===== config.mk =====
export PLATFORM = sky130hd
export DESIGN_NAME = exc_escalate
export DESIGN_NICKNAME = d
export VERILOG_FILES = /design/src/rtl/exc_escalate_pkg.sv /design/src/rtl/exc_class_decode.sv /design/src/rtl/exc_escalate_rule.sv /design/src/rtl/exc_track_reg.sv /design/src/rtl/exc_escalate.sv
export SDC_FILE = /design/constraint.sdc
export NUM_CORES = 1
export LEC_CHECK = 0
export BUFFER_PORTS_ARGS = -buffer_cell sky130_fd_sc_hd__clkbuf_2
export CAP_MARGIN = 20
export CORE_MARGIN = 3
export CORE_UTILIZATION = 54
export CTS_BUF_LIST = sky130_fd_sc_hd__clkbuf_8
export DETAILED_ROUTE_END_ITERATION = 7
export MAX_ROUTING_LAYER = met4
export PLACE_DENSITY = 0.8
export SLEW_MARGIN = 5
export SYNTH_ARGS = -nofsm -noshare
export SYNTH_HDL_FRONTEND = slang
export SYNTH_HIERARCHICAL = 1
export SYNTH_SLANG_ARGS = --single-unit

===== constraint.sdc =====
create_clock -name clk_i -period 5.6 [get_ports clk_i]
set_input_delay 0.56 -clock clk_i [delete_from_list [all_inputs] [get_ports clk_i]]
set_output_delay 0.56 -clock clk_i [all_outputs]
set_load 0.01 [all_outputs]

===== src/rtl/exc_escalate_pkg.sv =====
package exc_escalate_pkg;
  typedef enum logic [1:0] {
    CLS_OTHER   = 2'd0,
    CLS_CONTRIB = 2'd1,
    CLS_PAGE    = 2'd2,
    CLS_DOUBLE  = 2'd3
  } exc_cls_e;

  localparam int unsigned VEC_DIVIDE     = 0;
  localparam int unsigned VEC_DOUBLE     = 8;
  localparam int unsigned VEC_CONTRIB_LO = 10;
  localparam int unsigned VEC_CONTRIB_HI = 13;
  localparam int unsigned VEC_PAGE       = 14;
endpackage


===== src/rtl/exc_class_decode.sv =====
module exc_class_decode
  import exc_escalate_pkg::*;
#(
  parameter int unsigned VEC_W = 8
) (
  input  logic [VEC_W-1:0] vec_i,
  output exc_cls_e         cls_o
);
  always_comb begin
    if (vec_i == VEC_W'(VEC_DOUBLE))
      cls_o = CLS_DOUBLE;
    else if (vec_i == VEC_W'(VEC_PAGE))
      cls_o = CLS_PAGE;
    else if (vec_i == VEC_W'(VEC_DIVIDE) ||
             (vec_i >= VEC_W'(VEC_CONTRIB_LO) && vec_i <= VEC_W'(VEC_CONTRIB_HI)))
      cls_o = CLS_CONTRIB;
    else
      cls_o = CLS_OTHER;
  end
endmodule


===== src/rtl/exc_escalate_rule.sv =====
module exc_escalate_rule
  import exc_escalate_pkg::*;
#(
  parameter int unsigned VEC_W = 8,
  parameter int unsigned ERR_W = 32,
  localparam int unsigned OUT_W = VEC_W + 1
) (
  input  logic             trk_valid_i,
  input  exc_cls_e         trk_cls_i,
  input  exc_cls_e         new_cls_i,
  input  logic [VEC_W-1:0] vec_i,
  input  logic [ERR_W-1:0] err_i,
  input  logic             soft_i,
  input  logic             guest_i,
  output logic [OUT_W-1:0] res_vec_o,
  output logic [ERR_W-1:0] res_err_o,
  output logic             shutdown_o,
  output logic             guest_exit_o,
  output logic             trk_load_o,
  output logic [VEC_W-1:0] trk_next_o
);
  localparam logic [OUT_W-1:0] HALT_CODE = {1'b1, {VEC_W{1'b0}}};

  logic new_contrib, new_page, escalate;

  assign new_contrib = (new_cls_i == CLS_CONTRIB);
  assign new_page    = (new_cls_i == CLS_PAGE);
  assign escalate    = trk_valid_i &&
                       ((trk_cls_i == CLS_CONTRIB && new_contrib) ||
                        (trk_cls_i == CLS_PAGE && (new_contrib || new_page)));

  always_comb begin
    res_vec_o    = {1'b0, vec_i};
    res_err_o    = err_i;
    shutdown_o   = 1'b0;
    guest_exit_o = 1'b0;
    trk_load_o   = 1'b0;
    trk_next_o   = vec_i;
    if (!soft_i) begin
      if (trk_valid_i && trk_cls_i == CLS_DOUBLE) begin
        // triple fault: tracker stays at double fault
        if (guest_i) begin
          guest_exit_o = 1'b1;
        end else begin
          shutdown_o = 1'b1;
          res_vec_o  = HALT_CODE;
        end
      end else if (escalate) begin
        res_vec_o  = OUT_W'(VEC_DOUBLE);
        res_err_o  = '0;
        trk_next_o = VEC_W'(VEC_DOUBLE);
        trk_load_o = 1'b1;
      end else begin
        trk_load_o = (new_cls_i != CLS_OTHER);
      end
    end
  end
endmodule


===== src/rtl/exc_track_reg.sv =====
module exc_track_reg #(
  parameter int unsigned VEC_W = 8
) (
  input  logic             clk_i,
  input  logic             rst_ni,
  input  logic             load_i,
  input  logic             clear_i,
  input  logic [VEC_W-1:0] vec_i,
  output logic             valid_o,
  output logic [VEC_W-1:0] vec_o
);
  always_ff @(posedge clk_i or negedge rst_ni) begin
    if (!rst_ni) begin
      valid_o <= 1'b0;
      vec_o   <= '0;
    end else if (load_i) begin
      valid_o <= 1'b1;
      vec_o   <= vec_i;
    end else if (clear_i) begin
      valid_o <= 1'b0;
    end
  end
endmodule


===== src/rtl/exc_escalate.sv =====
module exc_escalate
  import exc_escalate_pkg::*;
#(
  parameter int unsigned VEC_W = 8,
  parameter int unsigned ERR_W = 32,
  localparam int unsigned OUT_W = VEC_W + 1
) (
  input  logic             clk_i,
  input  logic             rst_ni,
  input  logic             raise_i,
  input  logic [VEC_W-1:0] vec_i,
  input  logic             soft_i,
  input  logic             guest_i,
  input  logic [ERR_W-1:0] err_i,
  input  logic             clear_i,
  output logic             valid_o,
  output logic [OUT_W-1:0] vec_o,
  output logic [ERR_W-1:0] err_o,
  output logic             shutdown_o,
  output logic             guest_exit_o
);
  logic             trk_valid;
  logic [VEC_W-1:0] trk_vec;
  logic [VEC_W-1:0] dec_vec [2];
  exc_cls_e         dec_cls [2];

  logic [OUT_W-1:0] res_vec;
  logic [ERR_W-1:0] res_err;
  logic             res_sd, res_ge, res_load;
  logic [VEC_W-1:0] trk_next;

  assign dec_vec[0] = vec_i;
  assign dec_vec[1] = trk_vec;

  // index 0: incoming vector, index 1: tracked vector
  for (genvar g = 0; g < 2; g++) begin : g_dec
    exc_class_decode #(.VEC_W(VEC_W)) i_dec (
      .vec_i (dec_vec[g]),
      .cls_o (dec_cls[g])
    );
  end

  exc_escalate_rule #(.VEC_W(VEC_W), .ERR_W(ERR_W)) i_rule (
    .trk_valid_i  (trk_valid),
    .trk_cls_i    (dec_cls[1]),
    .new_cls_i    (dec_cls[0]),
    .vec_i        (vec_i),
    .err_i        (err_i),
    .soft_i       (soft_i),
    .guest_i      (guest_i),
    .res_vec_o    (res_vec),
    .res_err_o    (res_err),
    .shutdown_o   (res_sd),
    .guest_exit_o (res_ge),
    .trk_load_o   (res_load),
    .trk_next_o   (trk_next)
  );

  exc_track_reg #(.VEC_W(VEC_W)) i_trk (
    .clk_i   (clk_i),
    .rst_ni  (rst_ni),
    .load_i  (raise_i & res_load),
    .clear_i (clear_i & ~raise_i),
    .vec_i   (trk_next),
    .valid_o (trk_valid),
    .vec_o   (trk_vec)
  );

  always_ff @(posedge clk_i or negedge rst_ni) begin
    if (!rst_ni) begin
      valid_o      <= 1'b0;
      shutdown_o   <= 1'b0;
      guest_exit_o <= 1'b0;
      vec_o        <= '0;
      err_o        <= '0;
    end else begin
      valid_o      <= raise_i;
      shutdown_o   <= raise_i & res_sd;
      guest_exit_o <= raise_i & res_ge;
      if (raise_i) begin
        vec_o <= res_vec;
        err_o <= res_err;
      end
    end
  end
endmodule


# Word level (Yosys, flattened, before mapping)
# Index checks and enable logic that the tools add are counted.
[word_totals]
regBits = 53
output_inout_bits = 44
word_cells = 66
[classes]
n_lt_le_gt_ge = 4
eq_ne = 9
n_mux = 27
bitwise_logic = 5
reduce_logical = 14
[ops]
columns = ["operator", "count"]
rows = [
  ["$mux W32", 3],
  ["$eq A8 B4 Y1 const B", 4],
  ["$mux W8", 4],
  ["$mux W9", 3],
  ["$ge A8 B4 Y1 const B", 2],
  ["$le A8 B4 Y1 const B", 2],
  ["$logic_not A8 Y1", 2],
  ["$mux W1", 13],
  ["$mux W2", 4],
  ["$eq A2 B2 Y1 const B", 3],
  ["$logic_and A1 B1 Y1", 6],
  ["$and A1 B1 Y1", 4],
  ["$eq A2 B1 Y1 const B", 2],
  ["$logic_or A1 B1 Y1", 4],
  ["$reduce_bool A2 Y1", 2],
  ["$not A1 Y1", 1],
]

# Longest topological paths before layout
# Gate-level depths: netlist of run 1.
[logic_depth]
depth_word = 16
ltp_mapped = 11
mapped_depth_nobuf = 9

# Hierarchy
# The synthesis of run 1 kept the hierarchy.
[modules_own_cells]
columns = ["module", "n_inst", "cells_per_inst", "area_per_inst_um2", "seq_area_each_um2"]
rows = [
  ["exc_escalate", 1, 94, 1805.5, 1101.1],
  ["exc_escalate_rule", 1, 69, 466.7, 0.0],
  ["exc_track_reg", 1, 20, 369.1, 225.2],
  ["exc_class_decode", 2, 8, 65.1, 0.0],
]

# Worst setup path before layout of run 1
# Ideal clock, no wire load.
[synth_timing]
kind = "input to register"
startpoint = "input port vec_i[4]"
endpoint = "register vec_o[0] (netlist name)"
setup_time_ps = 125
arrival_time_ps = 2537
required_ps = 5475
setup_slack_ps = 2938
path_stages = 9
cell_sequence = "or4_4 > nor4b_2 > inv_1 > ha_1 > nand3b_1 > a21oi_1 > buf_2 > and3b_1 > mux2_4"
[synth_lines]
columns = ["item", "line", "rtl"]
rows = [
  ["from (decl)", "exc_escalate.sv:11", "input logic [VEC_W-1:0] vec_i,"],
]

==> results of run 1 <==
==> metrics by stage <==
step | instances | area (um2) | setup WS, ps | power (W) | hold WS [ps]
floorplan | 199 | 2770 | 2940 | 0.000569 | 264
global placement | 344 | 3180 | 2120 | 0.000629 | 493
detailed placement | 344 | 3180 | 2040 | 0.000633 | 491
CTS | 352 | 3300 | 2380 | 0.000904 | 377
global route | 353 | 3330 | 2650 | 0.000936 | 400
finish | 353 | 3330 | 2760 | 0.000893 | 353
==> state kept, by name, indices dropped and copies added, names as in the netlist <==
signal	flops
err_o	32
vec_o	9
i_trk/vec_o	8
guest_exit_o	1
i_trk/valid_o	1
shutdown_o	1
valid_o	1
==> final cells by class <==
class	count	area, um2	area share
Timing Repair Buffer	92	488	0.147
Clock inverter	2	37.5	0.0113
Tap cell	67	83.8	0.0252
Inverter	5	18.8	0.00563
Sequential cell	53	1330	0.398
Multi-Input combinational cell	128	1290	0.388
Clock buffer	6	82.6	0.0248
==> cell usage in the layout (no fill, tap or decap) <==
master / instances
nand2_1: 3
a311oi_1: 1
buf_4: 2
nand3b_1: 2
bufinv_16: 1
nor3_1: 1
buf_16: 1
inv_1: 5
mux2_2: 5
a21o_2: 1
nor2_1: 2
xor2_1: 2
clkinvlp_4: 1
or4_4: 2
o21a_1: 1
ha_1: 2
and3b_1: 7
clkbuf_2: 89
dfrtp_1: 53
nor4b_2: 2
and2_1: 3
nor2b_1: 44
a21oi_4: 1
or2_2: 1
or3_1: 1
o32a_1: 2
clkbuf_8: 6
nand2b_4: 1
mux2_4: 44
==> kinds of logic after synthesis <==
kind of cell    share of synthesized area
compound gates                     0.0181
xor+xnor                          0.00632
fa+ha+maj                         0.00903
buf+inv                            0.0587
flops                               0.479
mux                                 0.259
simple gates                        0.171
==> worst paths after layout <==
kind                                               to  cells past startpoint
setup / recovery                 vec_o[5]$_DFFE_PN0P_                     10
hold / removal                  err_o[11]$_DFFE_PN0P_                      2
setup reg to reg                 vec_o[5]$_DFFE_PN0P_                      7
hold reg to reg                 err_o[10]$_DFFE_PN0P_                      1
max in group asynchronous  i_trk/vec_o[2]$_DFFE_PN0P_                      2
min in group clk_i              err_o[10]$_DFFE_PN0P_                      1
==> routing by layer <==
| layer | global-route usage | wire (um) | vias up |
|---|---|---|---|
| met4 | 0.0694 | 28 | 0 |
| met5 | - | 0 | - |
| li1 | - | - | 844 |
| met2 | 0.279 | 2460 | 46 |
| met1 | 0.232 | 2320 | 848 |
| met3 | 0.0325 | 211 | 2 |
==> report_power, final <==
group	leakage [nW]	internal, W	total [W]	switching [W]
clock network	0.0574	0.000145	0.000269	0.000123
logic	1.01	0.000106	0.000177	0.0000710
registers	0.642	0.000421	0.000447	0.0000257
total	1.71	0.000673	0.000893	0.000220
==> impl_results.md, run 1 <==
- Final count of pins violating max slew: 0
- Lkg Pwr: 1.71 nW
- Worst skew pair latency: 300 ps
- RD Place Congestion: 0.684
- Syn avg cell area: 13.9 um2
- Drt wl/cell: 14.2 um
- Number of diodes: 0
- WP data arrival: 3030 ps
- Initial antenna violation count: 0
- FILL cells: 365
- Max stage delay on crit path: 540 ps
- DIE AREA: 0.00603 mm2
- Clock period minus worst slack: 2840 ps
- CTS resizes: 0
- Yosys reg bits: 53
- Layout Nets: 333
- Worst-Margin Slew: 752 ps
- 1st-pass router iterations: 4
- Ys Warns: 6
- Worst setup startpoint: vec_i[4]
- Peak Freq: 0.352 GHz
- Worst path required time: 5800 ps
- Largest cells by area after synthesis: dfrtp_1 48%, mux2_4 24%, nor2b_1 9.9%
- CP max FO: 38
- I/O pin count: 90
- Layout area overhead: 20.2%
- Initial Util: 0.572
- CP Cell Sequence: clkbuf_2 > or4_4 > nor4b_2 > inv_1 > ha_1 > nand3b_1 > a21oi_4 > buf_16 > and3b_1 > mux2_2
- Synth Flop Type: dfrtp_1
- Ratio of cells with drive above 1 in the final layout: 0.549
- CTS tree: yes
- Synth async-reset ratio: 1.00
- Cell area after synthesis: 0.00277 mm2
- Syn_nets: 247
- Crit Path Class: input pin to flop
- Final core utilization: 0.687
- Fin crit share: 0.507
- Longest Clk Path Bufs: 2
- Status: finished clean
- Distinct cells, synth: 27
- Iter 0 DRT Violations: 46
- RSZ-0062 raised after global routing: no
- Post-synth top cells: 53 x dfrtp_1, 44 x mux2_4, 44 x nor2b_1, 7 x and3b_1
- Clock-pin transition on the worst setup and hold timing paths: 90 ps
- Die W: 77.6 um
- Most common cell in the netlist: dfrtp_1
- First-pass GRT wire length: 8250 um
- Worst r2r src: i_trk/vec_o[4]$_DFFE_PN0P_
- Seq/Total Area, Yosys: 0.479
- Worst slew margin: 0.499
- Die height: 77.6 um
- Maximum VDD drop: 155 uV
- Final setup violating endpoints: 0
- IO buf count: 89
- Post-CTS Setup Inserts: 0
- Hold-fix buffers, CTS: 0
- Worst Hold Class: input pin to asynchronous set/reset pin
- PwrDens: 268 mW/mm2
- Post-synth EDFFs: 0
- Core box area: 0.00485 mm2
- Root buf cell: clkbuf_8
- TritonCTS Buffers: 5
- Max Cap Viol: 0
- Final WL: 5020 um
- Critical Path Sink Type: flop
- Synth top area share: 0.479
- Total clock sinks: 53
- Detail Route Antenna Nets: 0
- DRC viols: 0
- Vias: 1,740
- Delay-heaviest family, CP: simple AND/OR/NAND/NOR gates
- WP buf/inv: 3
- Gr ovfl total: 0
- DR vias/cell: 4.93
- Row Count: 25
- Mapped Cells: 199
- Worst Clk Skew: 8.98 ps
- Hold Fails Final Rpt: 0
- Reg2reg setup slack: 2880 ps
- Yosys top cell by area: dfrtp_1
- Detail Placement HPWL: 3540 um
- Number of H-tree levels: 2
- Startpoint Class: input pin
- Largest net degree at the start of global routing: 54
- Vias in the first global route: 1,700
- Total Routing Usage GR: 0.179
- Setup tns final: 0 ps
- Slowest cell on crit path: or4_4
Note: power is estimated with default switching activity, not from simulation.
==> run 2: changes to the inputs <==
CORE_UTILIZATION = 47   (was 54)
PLACE_DENSITY = 0.74   (was 0.8)
clock period = 2.52 ns   (was 5.6 ns; I/O delays follow)
==> run 2 against run 1 <==
Against the previous run:
- the run now ends with hold timing left
- routed wire length is 19% higher
- critical path depth fell by 2
- sequential share of layout area decreased by 2.4 points
- global-route usage grew 0.73 points
- clock-buffer cell count shrank 1
- combinational power increased by 140%
- clock skew increased by 3.9 ps
- final area grew 6.4%
- via count grew 7.7%
- clock power up 76%
==> impl_results.md, run 2 (synthesis gave the netlist of run 1 again) <==
- Status: finished with violations
- Violated checks: hold timing
- Iter 0 DRT Violations: 51
- Initial antenna violation count: 0
- Final count of pins violating max slew: 0
- Detail Placement HPWL: 4310 um
- Fin crit share: 0.989
- Maximum VDD drop: 233 uV
- RD Place Congestion: 0.714
- Max Cap Viol: 0
- PwrDens: 536 mW/mm2
- CP Cell Sequence: or4_4 > nor4b_4 > nand3b_1 > a21oi_4 > buf_12 > buf_12 > and3b_1 > mux2_4
- Row Count: 27
- Clock-pin transition on the worst setup and hold timing paths: 100 ps
- Core box area: 0.00561 mm2
- Hold-fix buffers, CTS: 0
- RSZ-0062 raised after global routing: yes
- Delay-heaviest family, CP: simple AND/OR/NAND/NOR gates
- Vias in the first global route: 1,845
- Peak Freq: 0.401 GHz
- Non-Filler Instances: 380
- Slowest cell on crit path: or4_4
- Met2 Track Usage GR: 0.300
- Number of H-tree levels: 2
- Met3 global-route usage: 0.0367
- Worst Hold Class: input pin to asynchronous set/reset pin
- Final setup violating endpoints: 0
- FILL cells: 466
- Critical path's most frequent cell: buf_12
- FF/Latch Area: 0.00133 mm2
- Worst r2r src: i_trk/vec_o[6]$_DFFE_PN0P_
- Worst R2R End: vec_o[2]$_DFFE_PN0P_
- Initial Util: 0.494
- Layout Nets: 355
- Gr ovfl total: 0
- Largest net degree at the start of global routing: 31
- Hold Fails Final Rpt: 25
- Number of flip-flops in the largest register: 32
- Gate power share: 0.226
- DIE AREA: 0.00685 mm2
- Die height: 82.8 um
- IO buf count: 89
- Worst-Margin Slew: 740 ps
- 1st-pass router iterations: 4
- Longest Clk Path Bufs: 2
- First-pass GRT wire length: 9170 um
- Most Used Layer, Global Route: met2
- Worst slew margin: 0.507
- Crit Path Class: flop to flop
- R2R cell count: 8
- Internal power: 0.00138 W
- Number of diodes: 0
- WP buf/inv: 2
- Hold_ws: -16.2 ps
- Worst path required time: 2730 ps
- Multi-input gate area: 0.00131 mm2
- WP data arrival: 2700 ps
- Layout area overhead: 27.9%
- Vias: 1,874
- I/O pin count: 90
- Max stage delay on crit path: 570 ps
- CP max FO: 8
- Switch share: 0.271
- TritonCTS Buffers: 5
- Detail Route Antenna Nets: 0
- Top Registers: err_o (32), vec_o (9), i_trk/vec_o (8)
- Startpoint Class: flop
- Clock network power share: 0.249
- Total clock sinks: 53
- Reg2reg setup slack: 30 ps
- Most common cell after layout, fill and taps aside: clkbuf_2
- Root buf cell: clkbuf_8
- Ratio of cells with drive above 1 in the final layout: 0.581
- Reg power frac: 0.524
- CTS tree: yes
- Dpl cells: 365
- Most frequent cells in the layout: 89 x clkbuf_2, 53 x dfrtp_1, 44 x mux2_4, 44 x nor2b_1, 19 x buf_4
- Die W: 82.8 um
- Final WL: 5960 um
- DRC viols: 0
- Met1 Use GR: 0.235
- Drt wl/cell: 15.7 um
- Lkg Pwr: 1.83 nW
- Critical Path Sink Type: flop
- Worst Clk Skew: 12.9 ps
- Total Routing Usage GR: 0.186
- DR vias/cell: 4.93
- Reg with most FFs: err_o
- Clock period minus worst slack: 2490 ps
- Setup tns final: 0 ps
- P_sw: 0.000514 W
- Worst skew pair latency: 310 ps
[run 2: layout make-up]
| cell class | count | share of cell area |
|---|---|---|
| flip-flops and latches | 53 | 0.374 |
| repair buffers | 114 | 0.201 |
| well taps | 72 | 0.0254 |
| clock buffers | 5 | 0.0194 |
| multi-input cells | 128 | 0.370 |
| inverters | 5 | 0.00529 |
| clock inverters | 3 | 0.00494 |
[run 2: worst max-delay path by stage]
stage,start,endpoint,cells after the start
finish,i_trk/vec_o[6]$_DFFE_PN0P_,vec_o[2]$_DFFE_PN0P_,8
global route,i_trk/vec_o[6]$_DFFE_PN0P_,vec_o[2]$_DFFE_PN0P_,8
CTS,i_trk/vec_o[6]$_DFFE_PN0P_,vec_o[7]$_DFFE_PN0P_,6
detailed placement,vec_i[4],vec_o[0]$_DFFE_PN0P_,10
global placement,vec_i[4],vec_o[2]$_DFFE_PN0P_,10
floorplan,vec_i[4],vec_o[0]$_DFFE_PN0P_,9
[run 2: power by group through the flow]
stage	Clock, W	Sequential, W	Combinational [W]
floorplan	0	0.00103	0.000233
global placement	0	0.00101	0.000404
detailed placement	0	0.00101	0.000417
CTS	0.000492	0.000996	0.000429
global route	0.000535	0.00101	0.000469
finish	0.000473	0.000995	0.000430
[run 2: layer usage]
| metal | wire length (um) | vias up |
|---|---|---|
| met2 | 2990 | 63 |
| met4 | 118 | 0 |
| met3 | 309 | 14 |
| met1 | 2540 | 914 |
| met5 | 0 | - |
| li1 | - | 883 |
[run 2: what timing repair did]
| action | CTS | global route |
|---|---|---|
| buffers inserted | 5 | 3 |
| pin swaps | 3 | 4 |
| setup endpoints to repair | 9 | 34 |
| gates cloned | 0 | 1 |
| gates resized for setup | 2 | 1 |
[run 2: stage by stage]
stage / util / hold slack [ps] / setup WS [ps] / power (W) / instance area, um2
after detailed placement: 0.599 / 357 / -166 / 0.00143 / 3360
after global placement: 0.599 / 356 / -54.6 / 0.00141 / 3360
final: 0.632 / -16.2 / 28.4 / 0.00190 / 3540
after CTS: 0.630 / 12.5 / 2.04 / 0.00192 / 3530
after floorplan: - / -43.6 / 166 / 0.00126 / 2770
after global routing: 0.632 / 38.0 / -50.3 / 0.00201 / 3540
==> run 3: changes to the inputs <==
CORE_MARGIN = 5   (was 3)
CORE_UTILIZATION = 45   (was 47)
SYNTH_HIERARCHICAL = unset   (was 1)
==> run 3 against run 2 <==
Against the previous run:
- register-to-register slack gained 330 ps
- the run now ends clean
- first-iteration DRC count grew 63%
- critical path depth grew 2
- synthesized area shrank 18%
- clock power grew 43%
- utilization shrank 2.2 points
- worst hold slack gained 74 ps
- clock-buffer cell count is the same
- synthesized cell count shrank 2.5%
- non-clock buffer count shrank 10
- largest power group unchanged
- via count shrank 2.2%
==> impl_results.md, run 3 <==
- Status: finished clean
- Die height: 81.3 um
- Final count of pins violating max slew: 0
- Detail Placement HPWL: 3900 um
- Initial Util: 0.456
- Largest cells by area after synthesis: dfrtp_1 58%, o2bb2ai_1 12%, nand2_1 5.9%
- Largest net degree at the start of global routing: 54
- Gate power share: 0.136
- Met1 Use GR: 0.242
- Switch share: 0.238
- DIE AREA: 0.00660 mm2
- Vias: 1,832
- Die W: 81.3 um
- WP data arrival: 2560 ps
- Clock network power share: 0.360
- Yosys reg bits: 53
- Clock period minus worst slack: 2370 ps
- FILL cells: 454
- CTS tree: yes
- Final WL: 5380 um
- Worst R2R End: i_trk.vec_o[3]$_DFFE_PN0P_
- Ys Warns: 0
- Internal power: 0.00143 W
- Worst-Margin Slew: 651 ps
- Maximum VDD drop: 282 uV
- Vias in the first global route: 1,787
- Drt wl/cell: 14.7 um
- Number of H-tree levels: 2
- Non-Filler Instances: 365
- Syn_nets: 242
- Syn avg cell area: 11.8 um2
- 1st-pass router iterations: 4
- Root buf cell: clkbuf_8
- Peak Freq: 0.422 GHz
- Mapped Cells: 194
- Longest Clk Path Bufs: 2
- IO buf count: 89
- DR vias/cell: 5.02
- Reg2reg setup slack: 360 ps
- Seq/Total Area, Yosys: 0.581
- PwrDens: 613 mW/mm2
- Design area: 0.00306 mm2
- Initial antenna violation count: 0
- Reg power frac: 0.504
- Synth top area share: 0.581
- Dpl cells: 356
- Met3 global-route usage: 0.0355
- Number of diodes: 0
- Final setup violating endpoints: 0
- Number of flip-flops in the largest register: 32
- Ratio of cells with drive above 1 in the final layout: 0.441
- Critical Path Sink Type: flop
- Worst skew pair latency: 300 ps
- Top Registers: err_o (32), vec_o (9), i_trk.vec_o (8)
- Total Routing Usage GR: 0.176
- Post-synth EDFFs: 0
- Layout area overhead: 33.8%
- Synth Flop Type: dfrtp_1
- Detail Route Antenna Nets: 0
- Distinct cells, synth: 35
- Clock-pin transition on the worst setup and hold timing paths: 90 ps
- Total clock sinks: 53
- Pwr Total: 0.00188 W
- Worst Clk Skew: 8.33 ps
- Lkg Pwr: 1.56 nW
- Yosys top cell by area: dfrtp_1
- TritonCTS Buffers: 5
- DRC viols: 0
- Most Used Layer, Global Route: met2
- Fin crit share: 0.941
- Reg with most FFs: err_o
- Gr ovfl total: 0
- Layout Nets: 342
- Worst r2r src: i_trk.vec_o[4]$_DFFE_PN0P_
- Crit Path Class: input pin to flop
- Iter 0 DRT Violations: 83
- First-pass GRT wire length: 8740 um
- Worst Hold Class: input pin to asynchronous set/reset pin
- Cell area after synthesis: 0.00228 mm2
- R2R cell count: 6
- Post-synth top cells: 53 x dfrtp_1, 36 x nand2_1, 32 x o2bb2ai_1, 8 x a22o_1, 8 x clkbuf_1
- Row Count: 26
- Most common cell in the netlist: dfrtp_1
- Worst slew margin: 0.566
- RD Place Congestion: 0.769
- Synth async-reset ratio: 1.00
- I/O pin count: 90
- Most common cell after layout, fill and taps aside: clkbuf_2
- Post-CTS Setup Inserts: 0
- Most frequent cells in the layout: 89 x clkbuf_2, 53 x dfrtp_1, 36 x nand2_1
- Hold Fails Final Rpt: 0
- Met2 Track Usage GR: 0.264
- Core box area: 0.00501 mm2
- Post-DP Area: 0.00290 mm2
- Max Cap Viol: 0
- CP max FO: 4
- Worst path required time: 2710 ps
- Startpoint Class: input pin
- P_sw: 0.000447 W
- Setup tns final: 0 ps
## run 3: cell count changes after synthesis, moves of 3 or more
cell       previous run  this run
nor2b_1              44         6
a22o_1                0         8
and2_1                3         0
buf_12                3         0
and3b_1               7         1
nor2_1                2         6
nand2_1               3        36
clkbuf_1              0         8
mux2_4               44         0
o2bb2ai_1             0        32
buf_6                 5         1
## run 3: stage by stage
| step | hold WS [ps] | util | setup slack (ps) |
|---|---|---|---|
| global placement | 404 | 0.579 | -202 |
| floorplan | -43.6 | - | 92.6 |
| finish | 57.8 | 0.610 | 149 |
| CTS | 77.5 | 0.606 | 12.9 |
| global route | 116 | 0.610 | -3.48 |
| detailed placement | 412 | 0.579 | -305 |
## run 3: how the worst max path moves through the flow
stage | start | to | slack (ps) | depth (start not counted)
final | vec_i[4] | i_trk.vec_o[5]$_DFFE_PN0P_ | 150 | 10
after detailed placement | vec_i[5] | i_trk.vec_o[4]$_DFFE_PN0P_ | -300 | 10
after CTS | vec_i[5] | vec_o[6]$_DFFE_PN0P_ | 10 | 9
after floorplan | vec_i[4] | i_trk.vec_o[1]$_DFFE_PN0P_ | 90 | 9
after global placement | vec_i[4] | i_trk.vec_o[3]$_DFFE_PN0P_ | -200 | 10
after global routing | vec_i[4] | i_trk.vec_o[4]$_DFFE_PN0P_ | -3 | 10
## run 3: power groups by stage
stage	clock network, W	logic (W)	registers [W]
5_1_grt	0.000734	0.000284	0.000953
3_3_place_gp	0	0.000255	0.000960
2_1_floorplan	0	0.0000836	0.000987
3_5_place_dp	0	0.000260	0.000961
4_1_cts	0.000697	0.000260	0.000945
6_report	0.000675	0.000256	0.000945
## run 3: critical path: stages
cell and delay [ps]:
clkbuf_2 100, nor4_2 320, o21ai_0 190, inv_1 90, ha_1 140, or4b_1 460
a21oi_2 210, o311ai_2 190, a21oi_2 260, mux2_2 360
## run 3: logic make-up after synthesis
family,Yosys count,synth area share
simple gates,61,0.136
xor+xnor,2,0.00767
compound gates,51,0.196
fa+ha+maj,2,0.0110
flops,53,0.581
buf+inv,18,0.0345
mux,7,0.0345
## run 3: timing repair
item / CTS / global route
gates resized for setup: 0 / 2
endpoints found under the setup margin: 0 / 14
hold buffers: 0 / 0
## run 3: per-layer routing
layer / vias to the layer above / share of wire
li1: 901 / -
met1: 866 / 0.47
met2: 63 / 0.45
met3: 2 / 0.070
met4: 0 / 0.0043
met5: - / 0
## run 3: cell type report
cell class	count	area [um2]	area share
sequential	53	1330	0.434
multi-input combinational	124	901	0.295
timing repair buffer	104	583	0.191
tap	70	87.6	0.0286
clock buffer	5	68.8	0.0225
clock inverter	3	68.8	0.0225
inverter	6	22.5	0.00736
